`src/rtl/lcd_reg_pkg.sv`:
```
package lcd_reg_pkg;
   localparam int unsigned NUM_REGS = 6;

   localparam logic [31:0] CTRL_KEEP_MASK = 32'h01CF_F300;
   localparam logic [31:0] CTRL_RD_ONES   = 32'hFE00_0C34;
   localparam logic [31:0] T0_RD_ONES     = 32'h0000_000F;
   localparam logic [31:0] T2_RD_ONES     = 32'hFC00_0000;
   localparam logic [31:0] SUB_WR_MASK    = 32'hA1FF_FFFF;

   // index of each register; offset is index * 4
   typedef enum logic [2:0] {
      RI_CTRL = 3'd0,
      RI_T0   = 3'd1,
      RI_T1   = 3'd2,
      RI_T2   = 3'd3,
      RI_STAT = 3'd4,
      RI_SUB  = 3'd5
   } reg_idx_e;

   // panel mode value for which disabling does not flag frame completion
   localparam logic [1:0] PMODE_NO_FRAME = 2'd1;

   typedef struct packed {
      logic [1:0] pmode;
      logic       tft;
      logic [1:0] imask;
      logic       mono;
      logic       en;
   } ctrl_fields_t;
endpackage

```
`src/rtl/lcd_reg_decode.sv`:
```
module lcd_reg_decode #(
   parameter int unsigned ADDR_W   = 8,
   parameter int unsigned NUM_REGS = 6
) (
   input  logic [ADDR_W-1:0]   addr,
   output logic [NUM_REGS-1:0] sel,
   output logic                hit
);
   localparam int unsigned IDX_W = $clog2(NUM_REGS);

   if (ADDR_W < IDX_W + 2) begin : g_chk_addr
      $error("lcd_reg_decode: ADDR_W too small for register count");
   end

   for (genvar gi = 0; gi < NUM_REGS; gi++) begin : g_sel
      localparam logic [ADDR_W-1:0] OFFS = ADDR_W'(gi * 4);
      assign sel[gi] = (addr == OFFS);
   end

   assign hit = |sel;
endmodule

```
`src/rtl/lcd_reg_cfg.sv`:
```
module lcd_reg_cfg
   import lcd_reg_pkg::*;
#(
   parameter int unsigned DATA_W = 32,
   parameter int unsigned GEO_W  = 10,
   localparam int unsigned HI_W  = DATA_W - GEO_W
) (
   input  logic              clk,
   input  logic              rst_n,
   input  logic              wr_ctrl,
   input  logic              wr_t0,
   input  logic              wr_t1,
   input  logic              wr_t2,
   input  logic              wr_sub,
   input  logic [DATA_W-1:0] wdata,
   input  logic              sync_err_set,
   output ctrl_fields_t      ctrl_q,
   output logic [DATA_W-1:0] ctrl_keep_q,
   output logic [GEO_W-1:0]  width_fld,
   output logic [GEO_W-1:0]  height_fld,
   output logic [HI_W-1:0]   t0_hi,
   output logic [HI_W-1:0]   t1_hi,
   output logic [DATA_W-1:0] t2_q,
   output logic [DATA_W-1:0] sub_q,
   output logic              en_on,
   output logic              en_off,
   output logic              en_pulse_q
);
   logic en_chg;
   logic en_next;

   assign en_chg = wr_ctrl && (wdata[0] != ctrl_q.en);
   assign en_on  = en_chg && wdata[0];
   assign en_off = en_chg && !wdata[0];

   always_comb begin
      en_next = wr_ctrl ? wdata[0] : ctrl_q.en;
      if (sync_err_set) en_next = 1'b0;
   end

   always_ff @(posedge clk) begin
      if (!rst_n) begin
         ctrl_q      <= '0;
         ctrl_keep_q <= '0;
         en_pulse_q  <= 1'b0;
      end else begin
         en_pulse_q <= en_chg;
         ctrl_q.en  <= en_next;
         if (wr_ctrl) begin
            ctrl_q.pmode <= wdata[21:20];
            ctrl_q.tft   <= wdata[7];
            ctrl_q.imask <= wdata[4:3];
            ctrl_q.mono  <= wdata[1];
            ctrl_keep_q  <= wdata & CTRL_KEEP_MASK[DATA_W-1:0];
         end
      end
   end

   always_ff @(posedge clk) begin
      if (!rst_n) begin
         width_fld  <= '0;
         height_fld <= '0;
         t0_hi      <= '0;
         t1_hi      <= '0;
         t2_q       <= '0;
         sub_q      <= '0;
      end else begin
         if (wr_t0) begin
            width_fld <= wdata[GEO_W-1:0];
            t0_hi     <= wdata[DATA_W-1:GEO_W];
         end
         if (wr_t1) begin
            height_fld <= wdata[GEO_W-1:0];
            t1_hi      <= wdata[DATA_W-1:GEO_W];
         end
         if (wr_t2)  t2_q  <= wdata;
         if (wr_sub) sub_q <= wdata & SUB_WR_MASK[DATA_W-1:0];
      end
   end
endmodule

```
`src/rtl/lcd_reg_status.sv`:
```
module lcd_reg_status
   import lcd_reg_pkg::*;
#(
   parameter bit IRQ_REG = 1'b0
) (
   input  logic       clk,
   input  logic       rst_n,
   input  logic       en_on,
   input  logic       en_off,
   input  logic [1:0] pmode_new,
   input  logic [1:0] imask,
   input  logic       frame_done_set,
   input  logic       palette_done_set,
   input  logic       sync_err_set,
   output logic       frame_done,
   output logic       palette_done,
   output logic       sync_err,
   output logic       irq
);
   logic fd_n, pd_n, se_n;
   logic irq_c;

   always_comb begin
      fd_n = frame_done;
      pd_n = palette_done;
      se_n = sync_err;
      if (en_on) begin
         fd_n = 1'b0;
         pd_n = 1'b0;
      end
      if (en_off) begin
         se_n = 1'b0;
         if (pmode_new != PMODE_NO_FRAME) fd_n = 1'b1;
      end
      if (frame_done_set)   fd_n = 1'b1;
      if (palette_done_set) pd_n = 1'b1;
      if (sync_err_set)     se_n = 1'b1;
   end

   always_ff @(posedge clk) begin
      if (!rst_n) begin
         frame_done   <= 1'b0;
         palette_done <= 1'b0;
         sync_err     <= 1'b0;
      end else begin
         frame_done   <= fd_n;
         palette_done <= pd_n;
         sync_err     <= se_n;
      end
   end

   assign irq_c = (frame_done && imask[0]) || (palette_done && imask[1]) || sync_err;

   if (IRQ_REG) begin : g_irq_reg
      logic irq_q;
      always_ff @(posedge clk) begin
         if (!rst_n) irq_q <= 1'b0;
         else        irq_q <= irq_c;
      end
      assign irq = irq_q;
   end else begin : g_irq_comb
      assign irq = irq_c;
   end
endmodule

```
`src/rtl/lcd_reg_bank.sv`:
```
module lcd_reg_bank
   import lcd_reg_pkg::*;
#(
   parameter int unsigned ADDR_W  = 8,
   parameter int unsigned DATA_W  = 32,
   parameter int unsigned GEO_W   = 10,
   parameter bit          IRQ_REG = 1'b0,
   localparam int unsigned HI_W   = DATA_W - GEO_W
) (
   input  logic              clk,
   input  logic              rst_n,
   input  logic              wr_en,
   input  logic              rd_en,
   input  logic [ADDR_W-1:0] addr,
   input  logic [DATA_W-1:0] wdata,
   output logic [DATA_W-1:0] rdata,
   output logic              bad_access,
   input  logic              frame_done_set,
   input  logic              palette_done_set,
   input  logic              sync_err_set,
   output logic              irq,
   output logic              enable_pulse,
   output logic              lcd_enable,
   output logic [1:0]        panel_mode,
   output logic              tft_mode,
   output logic              mono_mode,
   output logic [GEO_W:0]    line_width,
   output logic [GEO_W:0]    frame_height,
   output logic [HI_W-1:0]   h_timing,
   output logic [HI_W-1:0]   v_timing,
   output logic [DATA_W-1:0] timing2_cfg,
   output logic [DATA_W-1:0] subpanel_cfg
);
   if (DATA_W != 32) begin : g_chk_data
      $error("lcd_reg_bank: DATA_W must be 32");
   end
   if (GEO_W < 4 || GEO_W > 20) begin : g_chk_geo
      $error("lcd_reg_bank: GEO_W out of range");
   end

   logic [NUM_REGS-1:0] sel;
   logic                hit;
   ctrl_fields_t        ctrl_q;
   logic [DATA_W-1:0]   ctrl_keep_q;
   logic [GEO_W-1:0]    width_fld, height_fld;
   logic                en_on, en_off;
   logic                st_frame, st_pal, st_sync;
   logic [DATA_W-1:0]   rd_vec [NUM_REGS];
   logic [DATA_W-1:0]   rd_mux;
   logic                bad_q;

   lcd_reg_decode #(.ADDR_W(ADDR_W), .NUM_REGS(NUM_REGS)) u_dec (
      .addr (addr),
      .sel  (sel),
      .hit  (hit)
   );

   lcd_reg_cfg #(.DATA_W(DATA_W), .GEO_W(GEO_W)) u_cfg (
      .clk          (clk),
      .rst_n        (rst_n),
      .wr_ctrl      (wr_en && sel[RI_CTRL]),
      .wr_t0        (wr_en && sel[RI_T0]),
      .wr_t1        (wr_en && sel[RI_T1]),
      .wr_t2        (wr_en && sel[RI_T2]),
      .wr_sub       (wr_en && sel[RI_SUB]),
      .wdata        (wdata),
      .sync_err_set (sync_err_set),
      .ctrl_q       (ctrl_q),
      .ctrl_keep_q  (ctrl_keep_q),
      .width_fld    (width_fld),
      .height_fld   (height_fld),
      .t0_hi        (h_timing),
      .t1_hi        (v_timing),
      .t2_q         (timing2_cfg),
      .sub_q        (subpanel_cfg),
      .en_on        (en_on),
      .en_off       (en_off),
      .en_pulse_q   (enable_pulse)
   );

   lcd_reg_status #(.IRQ_REG(IRQ_REG)) u_stat (
      .clk              (clk),
      .rst_n            (rst_n),
      .en_on            (en_on),
      .en_off           (en_off),
      .pmode_new        (wdata[21:20]),
      .imask            (ctrl_q.imask),
      .frame_done_set   (frame_done_set),
      .palette_done_set (palette_done_set),
      .sync_err_set     (sync_err_set),
      .frame_done       (st_frame),
      .palette_done     (st_pal),
      .sync_err         (st_sync),
      .irq              (irq)
   );

   always_comb begin
      rd_vec[RI_CTRL] = ctrl_keep_q | CTRL_RD_ONES[DATA_W-1:0];
      rd_vec[RI_CTRL][23]    = rd_vec[RI_CTRL][23] | ctrl_q.tft;
      rd_vec[RI_CTRL][21:20] = rd_vec[RI_CTRL][21:20] | ctrl_q.pmode;
      rd_vec[RI_CTRL][7]     = rd_vec[RI_CTRL][7] | ctrl_q.tft;
      rd_vec[RI_CTRL][4:3]   = rd_vec[RI_CTRL][4:3] | ctrl_q.imask;
      rd_vec[RI_CTRL][1]     = rd_vec[RI_CTRL][1] | ctrl_q.mono;
      rd_vec[RI_CTRL][0]     = rd_vec[RI_CTRL][0] | ctrl_q.en;
      rd_vec[RI_T0]   = {h_timing, width_fld} | T0_RD_ONES[DATA_W-1:0];
      rd_vec[RI_T1]   = {v_timing, height_fld};
      rd_vec[RI_T2]   = timing2_cfg | T2_RD_ONES[DATA_W-1:0];
      rd_vec[RI_STAT] = '0;
      rd_vec[RI_STAT][6] = st_pal;
      rd_vec[RI_STAT][2] = st_sync;
      rd_vec[RI_STAT][0] = st_frame;
      rd_vec[RI_SUB]  = subpanel_cfg;
   end

   always_comb begin
      rd_mux = '0;
      for (int i = 0; i < NUM_REGS; i++) begin
         if (sel[i]) rd_mux = rd_mux | rd_vec[i];
      end
   end

   always_ff @(posedge clk) begin
      if (!rst_n) begin
         rdata <= '0;
         bad_q <= 1'b0;
      end else begin
         if (rd_en) rdata <= rd_mux;
         bad_q <= (wr_en || rd_en) && !hit;
      end
   end

   assign bad_access   = bad_q;
   assign lcd_enable   = ctrl_q.en;
   assign panel_mode   = ctrl_q.pmode;
   assign tft_mode     = ctrl_q.tft;
   assign mono_mode    = ctrl_q.mono;
   assign line_width   = {1'b0, width_fld} + 1'b1;
   assign frame_height = {1'b0, height_fld} + 1'b1;
endmodule

```
`config.mk`:
```
export PLATFORM = sky130hd
export DESIGN_NAME = lcd_reg_bank
export DESIGN_NICKNAME = d
export VERILOG_FILES = /design/src/rtl/lcd_reg_pkg.sv /design/src/rtl/lcd_reg_decode.sv /design/src/rtl/lcd_reg_cfg.sv /design/src/rtl/lcd_reg_status.sv /design/src/rtl/lcd_reg_bank.sv
export SDC_FILE = /design/constraint.sdc
export NUM_CORES = 1
export LEC_CHECK = 0
export BUFFER_PORTS_ARGS = -buffer_cell sky130_fd_sc_hd__buf_2
export CAP_MARGIN = 40
export CELL_PAD_IN_SITES_DETAIL_PLACEMENT = 0
export CELL_PAD_IN_SITES_GLOBAL_PLACEMENT = 2
export CORE_ASPECT_RATIO = 1.25
export CORE_MARGIN = 1.5
export CORE_UTILIZATION = 31
export CTS_CLUSTER_SIZE = 25
export DETAILED_ROUTE_END_ITERATION = 16
export GPL_TIMING_DRIVEN = 0
export PLACE_DENSITY_LB_ADDON = 0.25
export SLEW_MARGIN = 15
export SYNTH_ARGS = -nofsm -noshare
export SYNTH_HDL_FRONTEND = slang
export SYNTH_SLANG_ARGS = --single-unit
```
`constraint.sdc`:
```
create_clock -name clk -period 2.3 [get_ports clk]
set_input_delay 0 -clock clk [delete_from_list [all_inputs] [get_ports clk]]
set_output_delay 0 -clock clk [all_outputs]
set_load 0.1 [all_outputs]
```
Word-level counts from Yosys, hierarchy flattened
Index checks and enable logic that the tools add are counted.
{"block": "totals", "elab_cells": 69, "regBits": 180, "input_bits": 47, "out_inout_bits": 170}
{"block": "op_classes", "reduce_logical": 21, "muxes": 14, "addsub": 2, "eq_ne": 7, "n_bitwise": 7}
{"op": "2-to-1 mux 32 bit", "count": 6}
{"op": "bitwise OR 32 bit", "count": 4}
{"op": "bitwise OR 32 x 7 -> 32 bit", "count": 1}
{"op": "adder 10 x 1 -> 11 bit (second input constant)", "count": 2}
{"op": "equality test 8 x 4 -> 1 bit (second input constant)", "count": 2}
{"op": "equality test 8 x 5 -> 1 bit (second input constant)", "count": 2}
{"op": "logical AND 1 bit", "count": 11}
{"op": "equality test 8 x 3 -> 1 bit (second input constant)", "count": 1}
{"op": "zero test 8 bit", "count": 1}
{"op": "2-to-1 mux 1 bit", "count": 8}
{"op": "OR reduction 6 bit", "count": 1}
{"op": "nonzero test 2 bit", "count": 2}
{"op": "logical OR 1 bit", "count": 3}
{"op": "zero test 1 bit", "count": 2}
{"op": "!= test 2 x 1 -> 1 bit (second input constant)", "count": 1}
{"op": "OR reduction 2 bit", "count": 1}
{"op": "!= test 1 bit", "count": 1}
{"op": "inverter 1 bit", "count": 1}
{"op": "bitwise OR 1 bit", "count": 1}

Longest topological paths before layout
Gate-level depths: netlist of the first run.
{"block": "logic_depth", "depth_word": 12, "mapped_depth": 8, "ltp_nobuf": 4}

Modules after synthesis
Synthesis of the first run repeated with hierarchy kept, for this count alone.
{"block": "unflattened", "hier_cells": 763, "area_unflattened_um2": 8002.7}
{"mod": "lcd_reg_cfg", "area_per_inst_um2": 5770.5, "cells_per_inst": 494, "n_inst": 1, "seq_area_each_um2": 2882.8}
{"mod": "lcd_reg_bank", "area_per_inst_um2": 2026.9, "cells_per_inst": 243, "n_inst": 1, "seq_area_each_um2": 660.6}
{"mod": "lcd_reg_status", "area_per_inst_um2": 120.1, "cells_per_inst": 13, "n_inst": 1, "seq_area_each_um2": 60.1}
{"mod": "lcd_reg_decode", "area_per_inst_um2": 85.1, "cells_per_inst": 13, "n_inst": 1, "seq_area_each_um2": 0.0}

Worst setup path after synthesis of the first run
Ideal clock, no wire load.
{"block": "synth_timing", "path_type": "flip-flop to output port", "startpoint": "reg u_cfg.width_fld[2]", "endpoint": "out line_width[9]", "t_required_ns": 2.300, "t_arrival_ns": 2.457, "n_path_buf": 0, "setup_slack_ns": -0.157, "stages_incl_launch_ff": 5, "cell_sequence": "dfxtp_1 and3_1 and4_1 nand4_1 xnor2_1"}
{"block": "synth_via", "elab_chain_len": 1}
{"element": "from (decl)", "line": "lcd_reg_cfg.sv:19", "source": "output logic [GEO_W-1:0] width_fld,"}
{"element": "from (signal assigned)", "line": "lcd_reg_cfg.sv:69", "source": "width_fld <= wdata[GEO_W-1:0];"}
{"element": "adder 10 x 1 -> 11 bit", "line": "lcd_reg_bank.sv:137", "source": "assign line_width = {1'b0, width_fld} + 1'b1;"}
{"element": "to (decl)", "line": "lcd_reg_bank.sv:27", "source": "output logic [GEO_W:0] line_width,"}
No other way between the ends.

Final worst setup path of the first run
{"block": "layout_timing", "startpoint": "reg u_cfg.width_fld[4]", "endpoint": "out line_width[9]"}
Same word-level chain as after synthesis.

==> key figures, run 1 <==
Drt
  • Detailed Route WL: 35.3 mm
  • Via Count: 8351
  • First-pass DRT Iterations: 7
  • Average vias per placed instance: 4.88
  • DR WL/cell: 20.6 um
  • Initial drt markers: about 600
  • # DRC: 0
  • Routed Antenna Nets: 0

Timing
  • RSZ-0062 raised after global routing: no
  • Min Tclk post-route: roughly 2.1 ns
  • Worst slew pin tran: roughly 0.84 ns
  • Setup_tns: 0 ns
  • Final Hold Violating Endpoints: 0
  • FMAX: ~0.47 GHz
  • Max_slew headroom: a little over two fifths
  • Final Cycle Share: between 90 and 100%
  • Final Skew: ~0.013 ns
  • Max-slew violation count: 0
  • Final Setup Violations: 0

Die
  • Initial Util: 31.4%
  • Top-level I/O count: 217
  • Die Wd: 155 um
  • Row cnt: 69
  • Die Area: a little under 30000 um2
  • Core ar.: 28300 um2
  • Die height: between 150 and 200 um

Synthesis
  • Seq cells post-synth: 180
  • Yosys top cell area share: 40.5%
  • Commonest cells post-synth: 271 x nand2_1, 180 x dfxtp_1, 104 x buf_4
  • Asr flop ratio synth: 0%
  • EDFF count, synth: 0
  • YS warnings: 0
  • Cell variety after synth: 53
  • Count leader, synth: nand2_1
  • Synth area leaders: dfxtp_1 40%, nand2_1 11%, buf_4 8.8%
  • Post-synthesis sequential area ratio: 40.5%
  • Synth Instances: approximately 1100
  • Mapped cell area: 8900 um2
  • Dominant synthesized flop cell: dfxtp_1
  • Avg Inst Size Synth: approximately 8.3 um2
  • Cell taking the most area after synthesis: dfxtp_1

Critical path
  • CP Capture Type: primary output
  • Kind of critical path: flip-flop to primary output
  • Critical R2R Capture: rdata[6]$_SDFFE_PN0P_
  • CP endpoint: line_width[9]
  • R2r startpoint: u_cfg.height_fld[6]$_SDFFE_PN0P_
  • Crit path launch type: flip-flop
  • Worst EP required: 2.30 ns
  • Slowest-stage cell, CP: dfxtp_1
  • Max incr delay on CP: about 0.45 ns
  • Register-to-Register Path Depth: 4
  • Crit path max fanout: 4
  • Reg-to-reg setup timing slack: around 0.95 ns
  • WP data arrival: between 2 and 2.5 ns
  • CP Launch Point: u_cfg.width_fld[4]$_SDFFE_PN0P_
  • Crit-path cells: and3_1 > and4_1 > nand4_1 > xnor2_2 > buf_2

Pwr
  • Power Total: 7080 uW
  • Sequential power share: 44.8%
  • Net Sw Frac: 27.0%
  • Int Power: 5170 uW
  • Clk network pwr share: 44.5%
  • Peak supply drop: around 0.44 mV
  • Pwr/cell area: 621 nW/um2
  • P_leak: 0.00478 uW
  • Psw: 1910 uW
  • Power share of the combinational group: 10.7%

Outcome
  • Status: completed

Place
  • Placed cells: 1642
  • Post-detail-place hpwl: ~26 mm
  • IO Port Bufs: 206
  • GPL Wtd Cong: around 0.84

Finish
  • Non-filler instance count after layout: 1710
  • Layout cells sized above 1: 30.1%
  • NumNets Final: ~1400
  • Area grow syn2layout: 28.2%

Job
  • Max cap viols: 0

CTS
  • Root Driver: clkbuf_16
  • Worst-Skew Late Latency: 0.44 ns
  • CTS buffer count: 17
  • TritonCTS clock tree: yes
  • H-tree level count: 4
  • Post-CTS Setup Bufs: 0
  • Clk slew on worst S/H paths: ~0.08 ns
  • CTS Buffer Depth: 2
  • Clk sinks: 180

Global route
  • Largest net degree at the start of global routing: 17
  • GRT Total Usage: between 20% and 30%
  • Initial antenna violation count: 4
  • Vias in the first global route: 7855
  • First-pass GRT wire length: 50.9 mm
  • GRT overflow: 0

Min path
  • Min-Delay Path Class: primary input to flip-flop
## sequential cells by signal, indices dropped and copies added, names as in the netlist
| register | count |
|---|---|
| u_cfg.height_fld | 10 |
| u_cfg.width_fld | 10 |
| rdata | 32 |
| u_cfg.ctrl_q | 7 |
| u_cfg.t0_hi | 22 |
| u_stat.sync_err | 1 |
| u_stat.frame_done | 1 |
| u_stat.palette_done | 1 |
| u_cfg.sub_q | 27 |
| u_cfg.ctrl_keep_q | 13 |
| u_cfg.t2_q | 32 |
| u_cfg.en_pulse_q | 1 |
| bad_access | 1 |
| u_cfg.t1_hi | 22 |
## critical path: cells and delay by family, from the launching register on
kind	cells	cell delay, ns
DFF	1	0.45
buffers and inverters	1	0.45
xor gates and xnor gates	1	0.17
and+or+nand+nor	3	0.63
## logic make-up after synthesis
| kind of cell | after synthesis | synth area share [%] |
|---|---|---|
| buf+inv | 193 | 13.3 |
| simple gates | 379 | 18.6 |
| xor+xnor | 17 | 1.67 |
| flops | 180 | 40.5 |
| other cells | 1 | 0.0421 |
| mux | 33 | 3.81 |
| fa+ha+maj | 2 | 0.281 |
| compound gates | 269 | 21.8 |
## per-stage QoR
step	utilization, %	cell area (um2)	setup slack (ns)	hold WS, ns
after global routing	40.3	11400	0.0518	0.0655
after global placement	36.8	10400	-0.279	0.200
after detailed placement	36.9	10500	-0.256	0.203
after CTS	40.3	11400	0.0554	0.0187
after floorplan	-	8950	0.00400	0.0761
final	40.3	11400	0.161	0.0430
## worst min-delay path by stage
stage | start | cells after the start | endpoint
final | wdata[0] | 3 | u_cfg.t2_q[0]$_SDFFE_PN0P_
after global routing | wdata[0] | 3 | u_cfg.height_fld[0]$_SDFFE_PN0P_
after CTS | wdata[0] | 3 | u_cfg.t2_q[0]$_SDFFE_PN0P_
after detailed placement | sync_err_set | 2 | u_cfg.ctrl_q[0]$_SDFFE_PP0P_
after global placement | sync_err_set | 2 | u_cfg.ctrl_q[0]$_SDFFE_PP0P_
after floorplan | sync_err_set | 1 | u_cfg.ctrl_q[0]$_SDFFE_PP0P_
## power by group through the flow
| stage | clock network [uW] | logic [uW] | registers (uW) |
|---|---|---|---|
| floorplan | 0 | 273 | 3440 |
| finish | 3150 | 758 | 3180 |
| detailed placement | 0 | 710 | 3250 |
| CTS | 3200 | 757 | 3180 |
| global route | 3320 | 794 | 3180 |
| global placement | 0 | 710 | 3250 |
## placed cells by master (no fill, tap or decap), types with 14 or more instances in the layout
cell type      instances
dlygate4sd3_1         34
o2bb2ai_1             19
dfxtp_1              180
buf_2                224
buf_4                106
mux2i_1               26
a22oi_1               18
o21ai_0               35
a21boi_1              32
clkbuf_1              55
nand3_1               38
a31oi_1               21
nor2_1                16
a21oi_1               14
clkbuf_16             17
nand2_1              271
a21boi_0              98
## final cells by class
cell class                      count  area, um2
Inverter                            7       26.3
Timing Repair Buffer              243       1390
Multi-Input combinational cell    705       4170
Clock buffer                       20        437
Antenna cell                        2       5.00
Sequential cell                   180       3600
Clock inverter                     12        179
Fill cell                        2995      16900
Buffer                            186       1160
Tap cell                          355        444
## metal layers
layer | GRT usage (%) | up-vias | share of wire [%]
met5 | 0 | - | 0.068
met4 | 6.36 | 4 | 1.7
met3 | 4.13 | 32 | 5.3
met2 | 41.7 | 278 | 50
met1 | 29.6 | 3964 | 43
li1 | - | 4073 | -
## timing repair
| action | 4_1_cts | 5_1_grt |
|---|---|---|
| resized for setup | 0 | 1 |
| setup endpoints to repair | 0 | 1 |
| hold buffers | 34 | 0 |
| hold endpoints to repair | 142 | 0 |
Power figures use the tool's default switching activity.
==> run 2, diff against run 1 <==
--- a/config.mk
+++ b/config.mk
@@ -5,7 +5,7 @@
 export SDC_FILE = /design/constraint.sdc
 export NUM_CORES = 1
 export LEC_CHECK = 0
-export BUFFER_PORTS_ARGS = -buffer_cell sky130_fd_sc_hd__buf_2
+export BUFFER_PORTS_ARGS = -buffer_cell sky130_fd_sc_hd__clkbuf_2
 export CAP_MARGIN = 40
 export CELL_PAD_IN_SITES_DETAIL_PLACEMENT = 0
 export CELL_PAD_IN_SITES_GLOBAL_PLACEMENT = 2
@@ -16,6 +16,7 @@
 export DETAILED_ROUTE_END_ITERATION = 16
 export GPL_TIMING_DRIVEN = 0
 export PLACE_DENSITY_LB_ADDON = 0.25
+export RECOVER_POWER = 25
 export SLEW_MARGIN = 15
 export SYNTH_ARGS = -nofsm -noshare
 export SYNTH_HDL_FRONTEND = slang
==> key figures, run 2 (synthesis results as in run 1) <==
Outcome
  • Status: completed

Drt
  • Routed Antenna Nets: 0 (unchanged)
  • Detailed Route WL: 35.0 mm (-0.75%)
  • Via Count: 8257 (-1.1%)
  • DR WL/cell: 20.5 um (-0.81%)
  • First-pass DRT Iterations: 5 (-2)
  • # DRC: 0 (unchanged)
  • Initial drt markers: 472 (-22%)
  • Average vias per placed instance: 4.83 (-1.2%)

Finish
  • Filler cells: 3056 (+2.0%)
  • Most common cell after layout, fill and taps aside: nand2_1
  • Most frequent cells in the layout: 271 x nand2_1, 180 x dfxtp_1, 136 x clkbuf_1
  • Layout cells sized above 1: 24.1% (-6.0 points)
  • Area grow syn2layout: 26.4%
  • Fin util: 39.7% (-0.57 points)
  • Final design area excluding fillers: 11300 um2 (-1.4%)
  • Largest regs: rdata x32, u_cfg.t2_q x32, u_cfg.sub_q x27
  • Area of the multi-input gates: 4160 um2 (-0.18%)
  • Reg area: 3600 um2 (unchanged)
  • NumNets Final: 1389 (unchanged)

Job
  • Max cap viols: 0 (unchanged)

Pwr
  • Net Sw Frac: 29.0% (+2.0 points)
  • Peak supply drop: 0.476 mV (+7.2%)
  • Clk network pwr share: 42.7% (-1.8 points)
  • Sequential power share: 46.4% (+1.6 points)
  • Power share of the combinational group: 10.9% (+0.2 points)
  • Pwr/cell area: 608 nW/um2 (-2.1%)
  • Psw: 1980 uW (+3.6%)
  • Int Power: 4860 uW (-6.1%)
  • P_leak: 0.00436 uW (-8.8%)

Timing
  • RSZ-0062 raised after global routing: no
  • Max-slew violation count: 0 (unchanged)
  • Final Cycle Share: 93.4% (+0.40 points)
  • Max_slew headroom: 16.8% (-27 points)
  • Final Skew: 0.00973 ns (-0.00300 ns)
  • Final Hold Violating Endpoints: 0 (unchanged)
  • Final Setup Violations: 0 (unchanged)
  • Worst slew pin tran: 1.25 ns (+0.412 ns)
  • FMAX: 0.465 GHz (-0.43%)
  • Min Tclk post-route: 2.15 ns (+0.00920 ns)

Critical path
  • Kind of critical path: flip-flop to primary output
  • Max incr delay on CP: 0.48 ns (+0.03 ns)
  • WP data arrival: 2.15 ns (about the same)
  • Crit-path cells: ha_1 > nand3_1 > nor2_1 > xor2_1 > clkbuf_2
  • CP top delay family: flip-flops
  • Crit path launch type: flip-flop
  • CP Buf/Inv Count: 1 (unchanged)
  • Slowest-stage cell, CP: dfxtp_1
  • Worst EP required: 2.30 ns (about the same)
  • CP Capture Type: primary output
  • Crit path max fanout: 4 (unchanged)

Global route
  • First-pass GRT wire length: 50.5 mm (-0.80%)
  • Initial antenna violation count: 4 (unchanged)
  • GRT overflow: 0 (unchanged)
  • Largest net degree at the start of global routing: 18 (+1)
  • Vias in the first global route: 7745 (-1.4%)
  • GRT Total Usage: 23.4% (-0.21 points)

Die
  • Top-level I/O count: 217 (unchanged)
  • Initial Util: 31.4% (unchanged)
  • Die height: 192 um (unchanged)
  • Row cnt: 69 (unchanged)
  • Core ar.: 28300 um2 (unchanged)
  • Die Area: 29700 um2 (unchanged)
  • Die Wd: 155 um (unchanged)

CTS
  • Clk slew on worst S/H paths: 0.07 ns (about the same)
  • Root Driver: clkbuf_16
  • CTS buffer count: 17 (unchanged)
  • Clk sinks: 180 (unchanged)
  • H-tree level count: 4 (unchanged)
  • Worst-Skew Late Latency: 0.44 ns (about the same)
  • CTS Buffer Depth: 2 (unchanged)
  • TritonCTS clock tree: yes

Place
  • Post-detail-place hpwl: 26.3 mm (-0.16%)
  • IO Port Bufs: 206 (unchanged)
  • Area after DPL: 10500 um2 (unchanged)
  • GPL Wtd Cong: 0.834 (-0.18%)

Min path
  • Min-Delay Path Class: primary input to flip-flop
-- run 2: per-layer routing --
| metal | routed length (um) | GRT usage, % |
|---|---|---|
| met5 | 17 | 0 |
| met4 | 456 | 5.77 |
| met3 | 1590 | 3.77 |
| met1 | 15200 | 29.3 |
| met2 | 17800 | 41.8 |
-- run 2: what timing repair did --
action | 4_1_cts | 5_1_grt
setup buffers | 0 | 0
setup endpoints to repair | 0 | 2
hold endpoints to repair | 142 | 0
resized for setup | 0 | 3
hold buffers | 34 | 0
-- run 2: cell type report --
| type | instances | share of cell area [%] |
|---|---|---|
| Multi-Input combinational cell | 705 | 37.0 |
| Sequential cell | 180 | 32.0 |
| Timing Repair Buffer | 243 | 11.5 |
| Buffer | 186 | 10.2 |
| Tap cell | 355 | 3.95 |
| Clock buffer | 17 | 3.78 |
| Clock inverter | 15 | 1.27 |
| Inverter | 7 | 0.234 |
| Antenna cell | 3 | 0.0667 |
-- run 2: worst paths after layout --
kind | start | endpoint | slack [ns] | cells past startpoint
hold reg to reg | u_cfg.t2_q[27]$_SDFFE_PN0P_ | u_cfg.t2_q[27]$_SDFFE_PN0P_ | 0.46 | 2
hold / removal | wdata[0] | u_cfg.height_fld[0]$_SDFFE_PN0P_ | 0.04 | 3
setup / recovery | u_cfg.height_fld[1]$_SDFFE_PN0P_ | frame_height[6] | 0.15 | 5
setup reg to reg | u_cfg.height_fld[6]$_SDFFE_PN0P_ | rdata[6]$_SDFFE_PN0P_ | 0.93 | 4
-- run 2: per-stage QoR --
stage / std cells / power (uW) / worst slack [ns] / TNS, ns / hold slack, ns
final: 1711 / 6840 / 0.151 / 0 / 0.0367
after floorplan: 1078 / 3710 / 0.00400 / 0 / 0.0761
after detailed placement: 1642 / 3960 / -0.275 / -0.514 / 0.205
after CTS: 1708 / 6890 / 0.0361 / 0 / 0.0272
after global placement: 1639 / 3960 / -0.287 / -3.89 / 0.205
after global routing: 1708 / 7060 / 0.0213 / 0 / 0.0802
-- run 2: power by group through the flow --
stage          Combinational (uW)  Sequential, uW  Clock [uW]
2_1_floorplan                 273            3440           0
3_3_place_gp                  708            3250           0
3_5_place_dp                  708            3250           0
4_1_cts                       756            3180        2960
5_1_grt                       779            3180        3100
6_report                      746            3180        2920
-- run 2: worst register-to-register path, stage by stage (launching register included) --
cell and delay, ns:
dfxtp_1 0.37, mux2i_1 0.23, o22ai_1 0.12, a221oi_1 0.44, nor2_1 0.09
